$ cat src/rtl/sic_passthru.sv
module sic_passthru #(
  parameter int          N         = 32,
  parameter int          ADDR_W    = 12,
  parameter logic [N-1:0] PT_WINDOW = 32'h7FE0_0000
) (
  input  logic              clk,
  input  logic              rst_n,
  input  logic [N-1:0]      irq_in,
  input  logic              bus_sel,
  input  logic              bus_wr,
  input  logic [ADDR_W-1:0] bus_addr,
  input  logic [N-1:0]      bus_wdata,
  output logic [N-1:0]      bus_rdata,
  output logic              bus_err,
  output logic              irq_combined,
  output logic [N-1:0]      irq_passthru
);
  localparam int IDX_W = ADDR_W - 2;
  localparam logic [IDX_W-1:0] W_STATUS = IDX_W'(0);
  localparam logic [IDX_W-1:0] W_RAW    = IDX_W'(1);
  localparam logic [IDX_W-1:0] W_ENSET  = IDX_W'(2);
  localparam logic [IDX_W-1:0] W_ENCLR  = IDX_W'(3);
  localparam logic [IDX_W-1:0] W_SWSET  = IDX_W'(4);
  localparam logic [IDX_W-1:0] W_SWCLR  = IDX_W'(5);
  localparam logic [IDX_W-1:0] W_PTSET  = IDX_W'(8);
  localparam logic [IDX_W-1:0] W_PTCLR  = IDX_W'(9);

  logic [N-1:0] level_q, mask_q, soft_q, pt_en_q;
  logic [N-1:0] eff, rd_val;
  logic         rd_hit, aligned, rd_req, wr_req;
  logic [IDX_W-1:0] idx;

  assign idx     = bus_addr[ADDR_W-1:2];
  assign aligned = (bus_addr[1:0] == 2'b00);
  assign rd_req  = bus_sel && !bus_wr;
  assign wr_req  = bus_sel && bus_wr && aligned;
  assign eff     = level_q | soft_q;

  always_comb begin
    rd_hit = aligned;
    rd_val = '0;
    case (idx)
      W_STATUS: rd_val = eff & mask_q;
      W_RAW:    rd_val = eff;
      W_ENSET:  rd_val = mask_q;
      W_SWSET:  rd_val = soft_q;
      W_PTSET:  rd_val = pt_en_q;
      default:  rd_hit = 1'b0;
    endcase
    if (!aligned) rd_val = '0;
  end

  always_ff @(posedge clk) begin
    if (!rst_n) begin
      level_q <= '0;
      mask_q  <= '0;
      soft_q  <= '0;
      pt_en_q <= '0;
    end else begin
      level_q <= irq_in;
      if (wr_req) begin
        case (idx)
          W_ENSET: mask_q  <= mask_q | bus_wdata;
          W_ENCLR: mask_q  <= mask_q & ~bus_wdata;
          W_SWSET: soft_q  <= soft_q | bus_wdata;
          W_SWCLR: soft_q  <= soft_q & ~bus_wdata;
          W_PTSET: pt_en_q <= pt_en_q | (bus_wdata & PT_WINDOW);
          W_PTCLR: pt_en_q <= pt_en_q & ~bus_wdata;
          default: ;
        endcase
      end
    end
  end

  always_ff @(posedge clk) begin
    if (!rst_n) begin
      irq_combined <= 1'b0;
      irq_passthru <= '0;
      bus_rdata    <= '0;
      bus_err      <= 1'b0;
    end else begin
      irq_combined <= |(eff & mask_q);
      irq_passthru <= eff & pt_en_q;
      bus_rdata    <= (rd_req && rd_hit) ? rd_val : '0;
      bus_err      <= rd_req && !rd_hit;
    end
  end

  p_status_vs_comb_r8: assert property (@(posedge clk) disable iff (!rst_n)
    (rd_req && aligned && idx == W_STATUS) |=> ((bus_rdata != '0) == irq_combined));

  p_mask_clear_r3: assert property (@(posedge clk) disable iff (!rst_n)
    (wr_req && idx == W_ENCLR) |=> ((mask_q & $past(bus_wdata)) == '0));

  p_soft_set_r4: assert property (@(posedge clk) disable iff (!rst_n)
    (wr_req && idx == W_SWSET) |=> ((soft_q & $past(bus_wdata)) == $past(bus_wdata)));

  p_pt_window_r5: assert property (@(posedge clk) disable iff (!rst_n)
    (wr_req && idx == W_PTSET) |=> (((pt_en_q ^ $past(pt_en_q)) & ~PT_WINDOW) == '0));

  p_pt_clear_r6: assert property (@(posedge clk) disable iff (!rst_n)
    (wr_req && idx == W_PTCLR) |=> ((pt_en_q & $past(bus_wdata)) == '0));

  p_bad_read_r9: assert property (@(posedge clk) disable iff (!rst_n)
    (rd_req && !rd_hit) |=> (bus_err && bus_rdata == '0));

  p_bad_write_r9: assert property (@(posedge clk) disable iff (!rst_n)
    (bus_sel && bus_wr && !aligned) |=> ($stable(mask_q) && $stable(soft_q) && $stable(pt_en_q)));

  p_idle_rdata_r10: assert property (@(posedge clk) disable iff (!rst_n)
    !bus_sel |=> (bus_rdata == '0 && !bus_err));
endmodule

$ cat config.mk
export PLATFORM = sky130hd
export DESIGN_NAME = sic_passthru
export DESIGN_NICKNAME = d
export VERILOG_FILES = /design/src/rtl/sic_passthru.sv
export SDC_FILE = /design/constraint.sdc
export NUM_CORES = 1
export LEC_CHECK = 0
export ABC_AREA = 1
export BUFFER_PORTS_ARGS = -buffer_cell sky130_fd_sc_hd__buf_2
export CAP_MARGIN = 20
export CORE_ASPECT_RATIO = 1.5
export CORE_MARGIN = 2
export CORE_UTILIZATION = 50
export CTS_BUF_LIST = sky130_fd_sc_hd__clkbuf_16
export DETAILED_ROUTE_END_ITERATION = 10
export PLACE_DENSITY = 0.72
export SKIP_CTS_REPAIR_TIMING = 1
export SLEW_MARGIN = 20
export SYNTH_ARGS = -nofsm -noshare
export SYNTH_HDL_FRONTEND = slang
export SYNTH_SLANG_ARGS = --single-unit
$ cat constraint.sdc
create_clock -name clk -period 1.8 [get_ports clk]
set_input_delay 0.36 -clock clk [delete_from_list [all_inputs] [get_ports clk]]
set_output_delay 0.36 -clock clk [all_outputs]
set_load 0.1 [all_outputs]
==> flow_summary.ini <==
[power]
seqPwrFrac = 0.507
p_int_w = 0.00663
p_leak_nw = 5.50
pwr-share-comb = 0.057
power_frac_clock = 0.437
vdd_ir_drop_max_uv = 552
p_switching_w = 0.00194
p_sw_frac = 0.226
p_total_w = 0.00857
p_per_area_mw_per_mm2 = 807

[routing]
wl_um = 24200
dr.first_iter.drc_count = 506
viasPerCell = 5.15
drc_errors = 0
vias = 8598
firstDrtPassIters = 5
ant_nets = 0
wl_per_cell_um = 14.5

[sta]
finalHoldViolations = 0
layout_setup_ws_ns = 0.195
tightest_slew_ns = 0.513
period_needed_ns = 1.60
finalClockSkew_ns = 0.00679
relSlewSlack = 0.661
grt_setup_unrepaired = false
finalSetupViolCount = 0
fmax_mhz = 623
whs_ns = 0.105
maxSlewViolCount = 0
fin_crit_sh = 0.892

[critical_path]
worst_setup_path_start_kind = flop
endpoint_kind = output port
crit_slowest_cell = buf_2
crit_chain = buf_2
worstReg2RegEnd = irq_combined
crit_path_start = bus_rdata[25]
crit_family = buffers and inverters
path_class = flop to output port
reg2reg_depth = 8
endpoint = bus_rdata[25]
cp.buffers_inverters = 1
arrival_ns = 1.24
path_max_fanout = 1
critical_path.max_stage_delay_ns = 0.45
required_ns = 1.44
critical_path_depth = 1
reg2reg_slack_ns = 0.41

[clock_network]
cts_buffers = 17
cts_tree = built
cts-root-buf = clkbuf_16
cts_htree_levels = 4
insertion_delay_ns = 0.43
cts_sinks = 194
clkSlewWorstSetupHoldPaths_ns = 0.07
cts_buffer_depth = 2

[hold_path]
hp-class = primary input to flop
worstHoldPathCells = 3
min_from = irq_in[5]

[die]
die_width_um = 113
die-area_mm2 = 0.0188
std_cell_rows = 59
die_h_um = 167
start_util = 0.511
core_area_mm2 = 0.0173
ios = 146

[place]
preCtsSetupSlack_ns = -0.0304
io_buffers = 145
place.gp.congestion = 0.830
hpwl_um = 16400
placedInstanceArea_mm2 = 0.0100

[grt]
overflow = 0
grt_max_degree = 71
antenna_found_initial = 0
grt_pass1_vias = 8066
grt_use_total = 0.260
grt_pass1_wl_um = 39300

[final_layout]
final_common_cell = nand2_1
nets = 1527
n_antenna_cell = 0
drive_gt1_frac = 0.163
final_cell_mix = nand2_1, inv_1, dfxtp_1
area.growth.synth_to_final_pct = 19.7
fin_util = 0.612
final_cell_area_mm2 = 0.0106

[yosys]
syn_area_mm2 = 0.00887
synth_nets = 1392
ys_ff_latch = 194
yosysWarnings = 0
synth.avg_cell_area_um2 = 6.76
seq_area_frac_synth = 0.438
ys_types = 26
syn_inst = 1312

[job]
cap_violations = 0

[run_status]
status = finished, final reports clean
[synth_stat cells (all sizes together)]
library cell    n  area, µm²
a21boi          1       7.51
a21oi          39        195
and3            1       6.26
buf            44        253
clkbuf         28        105
dfxtp         194       3880
inv           220        826
nand2         281       1060
nand3         150        756
nand3b          1       20.0
nand4           1       6.26
nor2          188        733
nor3           41        205
nor4           25        156
o21ai          48        240
o21bai         50        417
[per-layer routing]
layer | share of wire | vias up | routed length (µm) | global-route usage
li1 | - | 4344 | - | -
met1 | 0.40 | 3912 | 9720 | 0.305
met2 | 0.52 | 289 | 12500 | 0.477
met3 | 0.059 | 53 | 1440 | 0.0347
met4 | 0.023 | 0 | 560 | 0.0949
met5 | 0 | - | 0 | 0
[stage by stage]
step | cells | TNS [ns]
finish | 1671 | 0
global route | 1671 | 0
floorplan | 1312 | 0
detailed placement | 1641 | -0.0304
global placement | 1641 | 0
CTS | 1671 | 0
[area by class of cell]
| cell class | count | area, µm² |
|---|---|---|
| Multi-Input combinational cell | 826 | 3810 |
| Sequential cell | 194 | 3880 |
| Timing Repair Buffer | 188 | 1250 |
| Inverter | 220 | 826 |
| Fill cell | 1660 | 6730 |
| Tap cell | 213 | 267 |
| Clock buffer | 17 | 425 |
| Clock inverter | 13 | 148 |
[power groups by stage]
stage	Sequential (W)	Combinational [W]	Clock, W
after global routing	0.00434	0.000533	0.00399
after CTS	0.00434	0.000482	0.00379
after detailed placement	0.00444	0.000480	0
after global placement	0.00444	0.000477	0
after floorplan	0.00444	0.000246	0
final	0.00434	0.000485	0.00374
[worst min path at each step]
stage / slack (ns) / end
6_report: 0.11 / level_q[5]
5_1_grt: 0.10 / level_q[22]
4_1_cts: 0.1 / level_q[20]
3_5_place_dp: 0.44 / irq_passthru[9]
3_3_place_gp: 0.44 / irq_passthru[22]
2_1_floorplan: 0.42 / irq_passthru[11]
[cell families after synthesis]
group | after synthesis | share of synthesized area
and+or+nand+nor | 688 | 0.332
buffers and inverters | 292 | 0.133
AOI/OAI and AO/OA | 138 | 0.0969
DFF | 194 | 0.438
[tightest hold or removal path, cell delays in order]
cell and delay [ns]:
buf_2 0.07, nand2_1 0.04, inv_1 0.04
(Power assumes the default switching activity.)
